<file path="src/rtl/ddr_trk_pkg.sv">
// Shared types for the DDR bank tracker.
// Assumes 4-bit state codes whose numeric values are visible at the top ports.
package ddr_trk_pkg;

    localparam int STATE_W = 4;

    typedef enum logic [STATE_W-1:0] {
        BK_IDLE        = 4'd0,
        BK_ACTIVATING  = 4'd1,
        BK_ACTIVE      = 4'd2,
        BK_READING     = 4'd3,
        BK_READ_AP     = 4'd4,
        BK_WRITING     = 4'd5,
        BK_WRITE_AP    = 4'd6,
        BK_WRITE_REC   = 4'd7,
        BK_PRECHARGING = 4'd8,
        BK_REFRESHING  = 4'd9
    } bank_state_e;

    typedef enum logic [3:0] {
        CMD_DESEL,
        CMD_NOP,
        CMD_BST,
        CMD_READ,
        CMD_WRITE,
        CMD_ACT,
        CMD_PRE,
        CMD_REF,
        CMD_MODE
    } cmd_e;

endpackage

</file>
<file path="src/rtl/ddr_cmd_decode.sv">
// Combinational decode of the active-low command pins into a command type.
// Assumes the pins are already synchronous to clk; no state is kept.
module ddr_cmd_decode
    import ddr_trk_pkg::*;
(
    input  logic cs_n,
    input  logic ras_n,
    input  logic cas_n,
    input  logic we_n,
    output cmd_e cmd
);

    // Map the pin pattern to a command; chip select high overrides everything.
    always_comb begin
        if (cs_n) begin
            cmd = CMD_DESEL;
        end else begin
            case ({ras_n, cas_n, we_n})
                3'b111:  cmd = CMD_NOP;
                3'b110:  cmd = CMD_BST;
                3'b101:  cmd = CMD_READ;
                3'b100:  cmd = CMD_WRITE;
                3'b011:  cmd = CMD_ACT;
                3'b010:  cmd = CMD_PRE;
                3'b001:  cmd = CMD_REF;
                default: cmd = CMD_MODE;
            endcase
        end
    end

endmodule

</file>
<file path="src/rtl/ddr_bank_fsm.sv">
// One bank's state machine with a single down-counter for its timed phases.
// It raises an objection when the current command is illegal for this bank.
// It applies a command only when the top grants commit, which means no bank objected.
// Assumes every duration parameter is at least 1.
module ddr_bank_fsm
    import ddr_trk_pkg::*;
#(
    parameter int BANK_IDX = 0,
    parameter int BA_W     = 2,
    parameter int CNT_W    = 4,
    parameter int T_RCD    = 3,
    parameter int T_RP     = 3,
    parameter int T_RFC    = 8,
    parameter int T_WR     = 2,
    parameter int RD_LEN   = 5,
    parameter int WR_LEN   = 2
) (
    input  logic            clk,
    input  logic            rst_n,
    input  cmd_e            cmd,
    input  logic [BA_W-1:0] ba,
    input  logic            a10,
    input  logic            commit,
    output bank_state_e     state_o,
    output logic            object_o
);

    localparam logic [CNT_W-1:0] LD_RCD = CNT_W'(T_RCD - 1);
    localparam logic [CNT_W-1:0] LD_RP  = CNT_W'(T_RP - 1);
    localparam logic [CNT_W-1:0] LD_RFC = CNT_W'(T_RFC - 1);
    localparam logic [CNT_W-1:0] LD_WR  = CNT_W'(T_WR - 1);
    localparam logic [CNT_W-1:0] LD_RD  = CNT_W'(RD_LEN - 1);
    localparam logic [CNT_W-1:0] LD_WB  = CNT_W'(WR_LEN - 1);
    localparam logic [CNT_W-1:0] LD_WAP = CNT_W'(WR_LEN + T_WR - 1);

    bank_state_e      state_q, state_d;
    logic [CNT_W-1:0] cnt_q, cnt_d;
    logic             hit, pre_hit, timed;

    // Address match for bank commands and for single or all-bank precharge.
    always_comb begin
        hit     = (ba == BA_W'(BANK_IDX));
        pre_hit = hit || a10;
        timed   = (state_q != BK_IDLE) && (state_q != BK_ACTIVE);
    end

    // Legality of the present command against this bank's state.
    always_comb begin
        object_o = 1'b0;
        case (cmd)
            CMD_ACT:   object_o = hit && (state_q != BK_IDLE);
            CMD_READ:  object_o = hit && !(state_q == BK_ACTIVE || state_q == BK_READING);
            CMD_WRITE: object_o = hit && !(state_q == BK_ACTIVE || state_q == BK_WRITING ||
                                           state_q == BK_WRITE_REC);
            CMD_PRE:   object_o = pre_hit && !(state_q == BK_IDLE || state_q == BK_ACTIVE ||
                                               state_q == BK_READING);
            CMD_BST:   object_o = (state_q == BK_READ_AP) || (state_q == BK_WRITE_AP);
            CMD_REF,
            CMD_MODE:  object_o = (state_q != BK_IDLE);
            default:   object_o = 1'b0;
        endcase
    end

    // Next state: an accepted command wins over timer expiry.
    always_comb begin
        state_d = state_q;
        cnt_d   = cnt_q;
        if (commit && hit && cmd == CMD_ACT) begin
            state_d = BK_ACTIVATING;
            cnt_d   = LD_RCD;
        end else if (commit && hit && cmd == CMD_READ) begin
            state_d = a10 ? BK_READ_AP : BK_READING;
            cnt_d   = LD_RD;
        end else if (commit && hit && cmd == CMD_WRITE) begin
            state_d = a10 ? BK_WRITE_AP : BK_WRITING;
            cnt_d   = a10 ? LD_WAP : LD_WB;
        end else if (commit && cmd == CMD_BST && state_q == BK_READING) begin
            state_d = BK_ACTIVE;
            cnt_d   = '0;
        end else if (commit && pre_hit && cmd == CMD_PRE && state_q != BK_IDLE) begin
            state_d = BK_PRECHARGING;
            cnt_d   = LD_RP;
        end else if (commit && cmd == CMD_REF) begin
            state_d = BK_REFRESHING;
            cnt_d   = LD_RFC;
        end else if (timed) begin
            if (cnt_q != '0) begin
                cnt_d = cnt_q - 1'b1;
            end else begin
                case (state_q)
                    BK_ACTIVATING: state_d = BK_ACTIVE;
                    BK_READING:    state_d = BK_ACTIVE;
                    BK_WRITE_REC:  state_d = BK_ACTIVE;
                    BK_WRITING: begin
                        state_d = BK_WRITE_REC;
                        cnt_d   = LD_WR;
                    end
                    BK_READ_AP,
                    BK_WRITE_AP: begin
                        state_d = BK_PRECHARGING;
                        cnt_d   = LD_RP;
                    end
                    default:       state_d = BK_IDLE;
                endcase
            end
        end
    end

    // State and counter registers with synchronous reset.
    always_ff @(posedge clk) begin
        if (!rst_n) begin
            state_q <= BK_IDLE;
            cnt_q   <= '0;
        end else begin
            state_q <= state_d;
            cnt_q   <= cnt_d;
        end
    end

    assign state_o = state_q;

    AST_ACT_FROM_IDLE: assert property (@(posedge clk) disable iff (!rst_n)
        (state_q == BK_ACTIVATING && $past(state_q) != BK_ACTIVATING) |-> $past(state_q) == BK_IDLE);
    AST_RAP_TO_PRE: assert property (@(posedge clk) disable iff (!rst_n)
        ($past(state_q) == BK_READ_AP && state_q != BK_READ_AP) |-> state_q == BK_PRECHARGING);
    AST_WAP_TO_PRE: assert property (@(posedge clk) disable iff (!rst_n)
        ($past(state_q) == BK_WRITE_AP && state_q != BK_WRITE_AP) |-> state_q == BK_PRECHARGING);
    AST_PRE_TO_IDLE: assert property (@(posedge clk) disable iff (!rst_n)
        ($past(state_q) == BK_PRECHARGING && state_q != BK_PRECHARGING) |-> state_q == BK_IDLE);
    AST_WR_TO_REC: assert property (@(posedge clk) disable iff (!rst_n)
        ($past(state_q) == BK_WRITING && state_q == BK_ACTIVE) |-> 1'b0);

endmodule

</file>
<file path="src/rtl/ddr_bank_tracker.sv">
// Top of the DDR bank tracker: decodes commands, runs one FSM per bank,
// vetoes the whole command if any bank objects and registers the illegal flag.
// Assumes the command pins are sampled on the rising clock edge.
module ddr_bank_tracker
    import ddr_trk_pkg::*;
#(
    parameter int NUM_BANKS = 4,
    parameter int BL        = 4,
    parameter int CL        = 3,
    parameter int T_RCD     = 3,
    parameter int T_RP      = 3,
    parameter int T_RFC     = 8,
    parameter int T_WR      = 2,
    localparam int BA_W     = (NUM_BANKS > 1) ? $clog2(NUM_BANKS) : 1
) (
    input  logic                         clk,
    input  logic                         rst_n,
    input  logic                         cs_n,
    input  logic                         ras_n,
    input  logic                         cas_n,
    input  logic                         we_n,
    input  logic [BA_W-1:0]              ba,
    input  logic                         a10,
    output logic [NUM_BANKS*STATE_W-1:0] bank_state,
    output logic                         cmd_illegal
);

    localparam int RD_LEN  = CL + BL / 2;
    localparam int WR_LEN  = BL / 2;
    localparam int WAP_LEN = WR_LEN + T_WR;
    localparam int MAX_A   = (RD_LEN > WAP_LEN) ? RD_LEN : WAP_LEN;
    localparam int MAX_B   = (T_RCD > T_RP) ? T_RCD : T_RP;
    localparam int MAX_C   = (MAX_A > MAX_B) ? MAX_A : MAX_B;
    localparam int MAX_T   = (MAX_C > T_RFC) ? MAX_C : T_RFC;
    localparam int CNT_W   = $clog2(MAX_T + 1);

    cmd_e                 cmd_dec;
    logic [NUM_BANKS-1:0] obj_vec;
    logic [NUM_BANKS-1:0] ref_vec;
    logic                 any_obj;
    logic                 commit;
    logic                 illegal_q;

    ddr_cmd_decode u_dec (
        .cs_n  (cs_n),
        .ras_n (ras_n),
        .cas_n (cas_n),
        .we_n  (we_n),
        .cmd   (cmd_dec)
    );

    for (genvar b = 0; b < NUM_BANKS; b++) begin : g_bank
        bank_state_e st;

        ddr_bank_fsm #(
            .BANK_IDX (b),
            .BA_W     (BA_W),
            .CNT_W    (CNT_W),
            .T_RCD    (T_RCD),
            .T_RP     (T_RP),
            .T_RFC    (T_RFC),
            .T_WR     (T_WR),
            .RD_LEN   (RD_LEN),
            .WR_LEN   (WR_LEN)
        ) u_bank (
            .clk      (clk),
            .rst_n    (rst_n),
            .cmd      (cmd_dec),
            .ba       (ba),
            .a10      (a10),
            .commit   (commit),
            .state_o  (st),
            .object_o (obj_vec[b])
        );

        assign bank_state[b*STATE_W +: STATE_W] = st;
        assign ref_vec[b] = (st == BK_REFRESHING);
    end

    // Global veto: any bank's objection blocks the command for all banks.
    always_comb begin
        any_obj = |obj_vec;
        commit  = !any_obj;
    end

    // Illegal flag follows the offending command by one cycle.
    always_ff @(posedge clk) begin
        if (!rst_n) begin
            illegal_q <= 1'b0;
        end else begin
            illegal_q <= any_obj;
        end
    end

    assign cmd_illegal = illegal_q;

    AST_REF_ALL_BANKS: assert property (@(posedge clk) disable iff (!rst_n)
        (|ref_vec) |-> (&ref_vec));
    AST_FLAG_NEEDS_CMD: assert property (@(posedge clk) disable iff (!rst_n)
        cmd_illegal |-> ($past(cmd_dec) != CMD_DESEL && $past(cmd_dec) != CMD_NOP));
    AST_VETO_HOLDS_IDLE: assert property (@(posedge clk) disable iff (!rst_n)
        ($past(any_obj) && $past(bank_state[STATE_W-1:0]) == BK_IDLE)
            |-> bank_state[STATE_W-1:0] == BK_IDLE);

endmodule

</file>
<file path="config.mk">
export PLATFORM = sky130hd
export DESIGN_NAME = ddr_bank_tracker
export DESIGN_NICKNAME = d
export VERILOG_FILES = /design/src/rtl/ddr_trk_pkg.sv /design/src/rtl/ddr_cmd_decode.sv /design/src/rtl/ddr_bank_fsm.sv /design/src/rtl/ddr_bank_tracker.sv
export SDC_FILE = /design/constraint.sdc
export NUM_CORES = 1
export LEC_CHECK = 0
export BUFFER_PORTS_ARGS = -buffer_cell sky130_fd_sc_hd__buf_4
export CELL_PAD_IN_SITES_DETAIL_PLACEMENT = 1
export CELL_PAD_IN_SITES_GLOBAL_PLACEMENT = 2
export CORE_ASPECT_RATIO = 1.25
export CORE_UTILIZATION = 35
export DETAILED_ROUTE_END_ITERATION = 8
export GPL_TIMING_DRIVEN = 0
export PLACE_DENSITY = 0.85
export SETUP_SLACK_MARGIN = 0.1
export SLEW_MARGIN = 20
export SYNTH_ARGS = -nofsm -noshare
export SYNTH_HDL_FRONTEND = slang
export SYNTH_SLANG_ARGS = --single-unit
</file>
<file path="constraint.sdc">
create_clock -name clk -period 2.5 [get_ports clk]
set_input_delay 0.25 -clock clk [delete_from_list [all_inputs] [get_ports clk]]
set_output_delay 0.25 -clock clk [all_outputs]
set_load 0.005 [all_outputs]
</file>
# Yosys cells after proc, flatten, opt, wreduce, memory -nomap -nowiden
# Index checks and enable logic that the tools add are counted.
[word_totals] ff_bits=33 latch_bits=0 ram_bits=0 rom_bits=0 input_bits=9 out_inout_bits=17 mem_count=0
[op_classes] n_addsub=4 n_mul=0 div=0 magnitude_cmp=0 eq_ne=57 shift=0 mux=81 n_bitwise=1 n_reduce_logical=170
[ops] op="$mux 4" count=53
[ops] op="$eq 4x3->1 const B" count=20
[ops] op="$reduce_bool 7->1" count=8
[ops] op="$logic_and 1x1->1" count=54
[ops] op="$pmux 4 s3" count=4
[ops] op="$eq 4x2->1 const B" count=10
[ops] op="$reduce_and 2->1" count=20
[ops] op="$reduce_bool 9->1" count=4
[ops] op="$pmux 4 s2" count=4
[ops] op="$reduce_bool 4->1" count=8
[ops] op="$reduce_bool 8->1" count=4
[ops] op="$logic_or 1x1->1" count=28
[ops] op="$pmux 4 s7" count=1
[ops] op="$pmux 1 s6" count=4
[ops] op="$reduce_bool 6->1" count=4
[ops] op="$reduce_or 3->1" count=8
[ops] op="$ne 7x2->1 const B" count=3
[ops] op="$reduce_bool 5->1" count=4
[ops] op="$ne 6x2->1 const B" count=3
[ops] op="$reduce_or 2->1" count=9
[ops] op="$eq 4x1->1 const B" count=4
[ops] op="$logic_not 4->1" count=4
[ops] op="$ne 4x2->1 const B" count=4
[ops] op="$sub 4x1->4 const B" count=4
[ops] op="other kinds (15)" count=44

# Longest topological paths before layout
[logic_depth] ltp_word=16 depth_mapped=11

# Modules after synthesis
# Synthesis repeated with hierarchy kept, for this count alone.
[unflattened] cells_unflattened=484 area_unflattened_um2=3517.1
[modules_own_cells] module="ddr_bank_fsm (g_bank[1].u_bank ...)" n_inst=2 cells_each=120 area_per_inst_um2=849.6
[modules_own_cells] module="ddr_bank_fsm (g_bank[0].u_bank)" n_inst=1 cells_each=119 area_per_inst_um2=875.8
[modules_own_cells] module="ddr_bank_fsm (g_bank[3].u_bank)" n_inst=1 cells_each=115 area_per_inst_um2=857.1
[modules_own_cells] module="ddr_cmd_decode" n_inst=1 cells_each=7 area_per_inst_um2=47.5
[modules_own_cells] module="ddr_bank_tracker" n_inst=1 cells_each=3 area_per_inst_um2=37.5

# Least setup slack after synthesis
# Ideal clock, no wire load.
[synth_timing] path_type="reg-to-reg" startpoint="register g_bank[0].u_bank.state_q[0]" endpoint="register g_bank[0].u_bank.cnt_q[1]" arrival_time_ns=2.213 required_ns=2.385 setup_slack_ns=0.172 stages_incl_launch_ff=10 path_buffers=2 synth_period_minus_slack_ns=2.328 path_cell_list="dfxtp_1 -> clkbuf_1 -> a21boi_0 -> mux4_2 -> a21o_1 -> nand4_2 -> buf_2 -> nor2_1 -> o311a_1 -> o21a_1"
[synth_via] elab_chain_cells=16 word_cells_on_any_way=49 classes_between="eq/ne (7); mux (10); reduce/logical (32)"
[synth_lines] element="start, declared" line_no="ddr_bank_fsm.sv:36" rtl="bank_state_e state_q, state_d;"
[synth_lines] element="start signal, assigned" line_no="ddr_bank_fsm.sv:115" rtl="state_q <= state_d;"
[synth_lines] element="$eq 4x2->1 (tied with other cells)" line_no="ddr_bank_fsm.sv:52, ddr_bank_fsm.sv:53, ddr_bank_fsm.sv:55"
[synth_lines] element="$logic_or 1x1->1 (on tied branches) (2 in a row)" line_no="ddr_bank_fsm.sv:55, ddr_bank_fsm.sv:53"
[synth_lines] element="$logic_not 1->1 (on tied branches)" line_no="ddr_bank_fsm.sv:55, ddr_bank_fsm.sv:53"
[synth_lines] element="$logic_and 1x1->1 (on tied branches)" line_no="ddr_bank_fsm.sv:55, ddr_bank_fsm.sv:53"
[synth_lines] element="$pmux 1 s6" line_no="ddr_bank_fsm.sv:50" rtl="case (cmd)"
[synth_lines] element="$reduce_or 4->1" line_no="ddr_bank_tracker.sv:82" rtl="any_obj = |obj_vec;"
[synth_lines] element="$logic_not 1->1" line_no="ddr_bank_tracker.sv:83" rtl="commit = !any_obj;"
[synth_lines] element="$logic_and 1x1->1 (3 in a row)" line_no="ddr_bank_fsm.sv:80" rtl="end else if (commit && pre_hit && cmd == CMD_PRE && state_q != BK_IDLE) begin"
[synth_lines] element="$mux 4" line_no="ddr_bank_fsm.sv:80"
[synth_lines] element="$mux 4" line_no="ddr_bank_fsm.sv:77" rtl="end else if (commit && cmd == CMD_BST && state_q == BK_READING) begin"
[synth_lines] element="$mux 4" line_no="ddr_bank_fsm.sv:74" rtl="end else if (commit && hit && cmd == CMD_WRITE) begin"
[synth_lines] element="$mux 3" line_no="ddr_bank_fsm.sv:71" rtl="end else if (commit && hit && cmd == CMD_READ) begin"
[synth_lines] element="$mux 2" line_no="ddr_bank_fsm.sv:68" rtl="if (commit && hit && cmd == CMD_ACT) begin"
[synth_lines] element="end signal, assigned" line_no="ddr_bank_fsm.sv:116" rtl="cnt_q <= cnt_d;"
[synth_lines] element="end, declared" line_no="ddr_bank_fsm.sv:37" rtl="logic [CNT_W-1:0] cnt_q, cnt_d;"
# Parallel ways exist; a longest one is shown, timed or not. The select of a mux whose other input is x is not followed.
# A chain may end at the register's enable or synchronous reset.

# Final worst setup path
[layout_timing] startpoint="register g_bank[1].u_bank.state_q[3]" endpoint="register g_bank[0].u_bank.state_q[1]"
[layout_via] elab_chain_cells=15 word_cells_on_any_way=43 classes_between="eq/ne (7); mux (6); reduce/logical (30)"
[layout_lines] element="start, declared" line_no="ddr_bank_fsm.sv:36"
[layout_lines] element="start signal, assigned" line_no="ddr_bank_fsm.sv:115"
[layout_lines] element="$eq 4x2->1 (tied with other cells)" line_no="ddr_bank_fsm.sv:52, ddr_bank_fsm.sv:53, ddr_bank_fsm.sv:55"
[layout_lines] element="$logic_or 1x1->1 (on tied branches) (2 in a row)" line_no="ddr_bank_fsm.sv:55, ddr_bank_fsm.sv:53"
[layout_lines] element="$logic_not 1->1 (on tied branches)" line_no="ddr_bank_fsm.sv:55, ddr_bank_fsm.sv:53"
[layout_lines] element="$logic_and 1x1->1 (on tied branches)" line_no="ddr_bank_fsm.sv:55, ddr_bank_fsm.sv:53"
[layout_lines] element="$pmux 1 s6 (*)" line_no="ddr_bank_fsm.sv:50"
[layout_lines] element="$reduce_or 4->1 (*)" line_no="ddr_bank_tracker.sv:82"
[layout_lines] element="$logic_not 1->1 (*)" line_no="ddr_bank_tracker.sv:83"
[layout_lines] element="$logic_and 1x1->1 (3 in a row)" line_no="ddr_bank_fsm.sv:80"
[layout_lines] element="$mux 4" line_no="ddr_bank_fsm.sv:80"
[layout_lines] element="$mux 4" line_no="ddr_bank_fsm.sv:77"
[layout_lines] element="$mux 4" line_no="ddr_bank_fsm.sv:74"
[layout_lines] element="$mux 4" line_no="ddr_bank_fsm.sv:71"
# Mark *: on every way between the ends. The rest lies on a longest branch, timed or not.

==> impl_metrics.csv <==
group,metric,value,unit
logic_synthesis,async_flop_share,0,%
logic_synthesis,synth_cell_types,70,
place,gp_congestion,0.941,
power,p_per_area,940,mW/mm²
sta,period_share,102,%
setup_path,cpPeakStageDelay,0.35,ns
floorplan,std_cell_rows,37,
setup_path,slowest_stage,"dfxtp_1",
run_status,status,"complete, but fails checks",
sta,final.min_clock_period,2.55,ns
logic_synthesis,synth_commonest_cells,"nor2_1, nand2_1, dfxtp_1, a21oi_1, nor3_1",
floorplan,fp.dieW,85.0,µm
routing,drt-total-wl,12.7,mm
routing,wire_per_inst,22.2,µm
clocking,cts_sinks,33,
power,total_leakage_power,0.00159,µW
layout,antenna_cells,0,
logic_synthesis,synth_top_cell_by_area,"dfxtp_1",
flow_run,drv_cap,0,
sta,drv_slew,0,
sta,relSlewSlack,41.3,%
floorplan,die-height,106,µm
place,portBuffers,24,
clocking,postCtsHoldBufs,0,
layout,fin_util,49.3,%
floorplan,core,0.00829,mm²
setup_path,critical_path_class,"flop to flop",
clocking,htree_levels,2,
logic_synthesis,ys_ff_latch,33,
floorplan,die_area,0.00899,mm²
layout,nNetsFinal,488,
layout,syn2layout_area_growth,35.5,%
clocking,tritoncts,"done",
place,dpl.hpwl,8.36,mm
power,p_int,2140,µW
power,ir_drop,0.274,mV
clocking,cts_root_buf,"clkbuf_8",
floorplan,ios,26,
setup_path,crit_buf_inv,3,
grt,grt_usage,26.4,%
routing,drtPass1Iterations,6,
run_status,violations,"setup timing",
logic_synthesis,yosysWarnings,0,
setup_path,critPathMaxFanout,10,
sta,rsz0062_at_grt,"true",
setup_path,crit_arrival,2.77,ns
sta,setup_violations,10,
logic_synthesis,synth_fp_nets,434,
setup_path,startpoint_type,"flop",
setup_path,path_cells,"buf_6 -> nor4_4 -> nand4_1 -> a22oi_2 -> and4_4 -> buf_12 -> buf_8 -> o21a_1 -> o221ai_2 -> a31oi_1",
clocking,cts_buffers,5,
logic_synthesis,synth_area,0.00302,mm²
power,clock_power_share,14.6,%
setup_path,cp-end-kind,"flop",
routing,via_count,3682,
logic_synthesis,synth_cells,421,
logic_synthesis,synth.area.top_cells,"dfxtp_1, nor2_1, a21oi_1",
power,power_switching,1700,µW
hold_path,worstHoldPathType,"input pin to flop",
clocking,clock_path_buffers,2,
grt,grt_pass1_vias,3609,
sta,layout_setup_ws,-0.0526,ns
logic_synthesis,avgSynthCellArea,7.16,µm²
sta,worst_pin_slew,0.874,ns
setup_path,crit_required,2.72,ns
layout,final_cell_count_no_fill,573,
logic_synthesis,synth_edf_count,0,
routing,ant_nets,0,
power,power_frac_comb,64.0,%
clocking,clock_latency,0.30,ns
grt,antenna_found_initial,0,
logic_synthesis,yosysTopAreaCellShare,21.9,%
logic_synthesis,ys_seq_area_share,21.9,%
sta,max_freq,392,MHz
routing,viasPerCell,6.43,
layout,drive_gt1_share,29.2,%
power,seq_power_share,21.4,%
grt,grt_max_degree,11,
sta,fin_skew,0.00936,ns
routing,detail_route.iter0.violations,193,
logic_synthesis,synth_most_common_cell,"nor2_1",
logic_synthesis,synthFlopType,"dfxtp_1",
place,dp_cells,542,
routing,drc_errors,0,
setup_path,critPathTopFamily,"simple AND/OR/NAND/NOR gates",
grt,overflow,0,
sta,hold_viol_final,0,
power,p_sw_share,44.2,%
grt,grt_pass1_wl,18.6,mm
clocking,clk_pin_slew,0.08,ns
floorplan,start_util,36.4,%
==> power groups by stage <==
stage | combinational [µW] | clock (µW) | sequential [µW]
finish | 2460 | 562 | 823
global placement | 1720 | 0 | 789
detailed placement | 1750 | 0 | 794
CTS | 2170 | 564 | 812
floorplan | 1270 | 0 | 767
global route | 2620 | 584 | 844
==> path summary, 6_finish.rpt <==
check                         startpoint                     endpoint  slack (ns)  cells after the start
max          g_bank[1].u_bank.state_o[3]  g_bank[0].u_bank.state_o[1]       -0.05                     10
max reg2reg  g_bank[1].u_bank.state_o[3]  g_bank[0].u_bank.state_o[1]       -0.05                     10
min                                rst_n  g_bank[0].u_bank.state_o[3]        0.33                      3
min reg2reg    g_bank[3].u_bank.cnt_q[2]    g_bank[3].u_bank.cnt_q[2]        0.50                      2
==> cell families (layout without fill, tap and decap cells) <==
family / count (synthesis) / after routing / synth area share, %
AO/OA/AOI/OAI: 136 / 136 / 31.7
XOR/XNOR: 1 / 1 / 0.291
adder cells (fa/ha/maj): 4 / 4 / 1.66
buffers and inverters: 49 / 104 / 7.14
flip-flops: 33 / 33 / 21.9
multiplexers: 13 / 13 / 4.73
AND/OR/NAND/NOR: 185 / 185 / 32.6
==> registers in the layout, summed over array words and instances, names as in the netlist <==
signal and cells:
cmd_illegal 1, g_bank.u_bank.cnt_q 16, g_bank.u_bank.state_o 16
==> worst min-delay path, stage by stage <==
cell	delay [ns]
buf_4	0.14
o21ai_2	0.14
a311oi_2	0.05
==> layout make-up <==
cell class | count | area (µm²)
fill | 1009 | 4200
multi-input combinational | 339 | 2450
sequential | 33 | 678
timing repair buffer | 47 | 417
buffer | 25 | 209
tap | 97 | 121
inverter | 24 | 90.1
clock buffer | 7 | 86.3
clock inverter | 1 | 30.0
==> per-layer routing <==
metal | wire length, µm | GRT usage [%]
met1 | 5490 | 32.9
met2 | 6160 | 45.0
met3 | 581 | 3.37
met4 | 508 | 11.7
met5 | 0 | 0
==> repair_timing <==
item / in CTS / in global routing
resized for setup: 67 / 42
gates cloned: 0 / 3
pin swaps: 14 / 16
buffers inserted: 17 / 3
setup endpoints to repair: 33 / 31
==> cells in the final DEF (no fill, tap or decap), types with 4 or more instances in the layout <==
master    synthesis  layout
nand2_1          35      33
nor4_4            0       5
o211ai_1          9       9
a311oi_1          5       4
a22o_1            4       4
nor2b_1           9       8
o21a_1            7       6
or3b_4            0       4
inv_1            24      24
clkbuf_1         12       8
dfxtp_1          33      25
o21ai_1           4       4
nor3_2            1       6
clkbuf_8          0       6
dfxtp_2           0       5
o21ai_0          16      13
a31oi_1           8       8
nand2b_1          8       8
a21oi_1          28      24
nor3_1           26      21
buf_4             1      41
mux2i_1          12      12
o21ai_2           1       4
nand3_1          10       8
a211oi_1          9       7
ha_1              4       4
o311a_1           4       4
nor2_1           45      44
buf_6             2      11
and2_1            5       5
nand4_1           5       5
==> per-stage QoR <==
| step | TNS [ns] | total power, µW | worst slack [ns] | cell area (µm²) | hold slack, ns |
|---|---|---|---|---|---|
| after floorplan | 0 | 2030 | 0.172 | 3020 | 0.447 |
| after global placement | -23.98 | 2510 | -0.909 | 3320 | 0.488 |
| after detailed placement | -13.89 | 2540 | -0.603 | 3320 | 0.487 |
| after CTS | 0 | 3540 | 0.0848 | 3850 | 0.315 |
| after global routing | -2.65 | 4050 | -0.147 | 4090 | 0.321 |
| final | -0.289 | 3840 | -0.0526 | 4090 | 0.329 |
(Power assumes the default switching activity.)
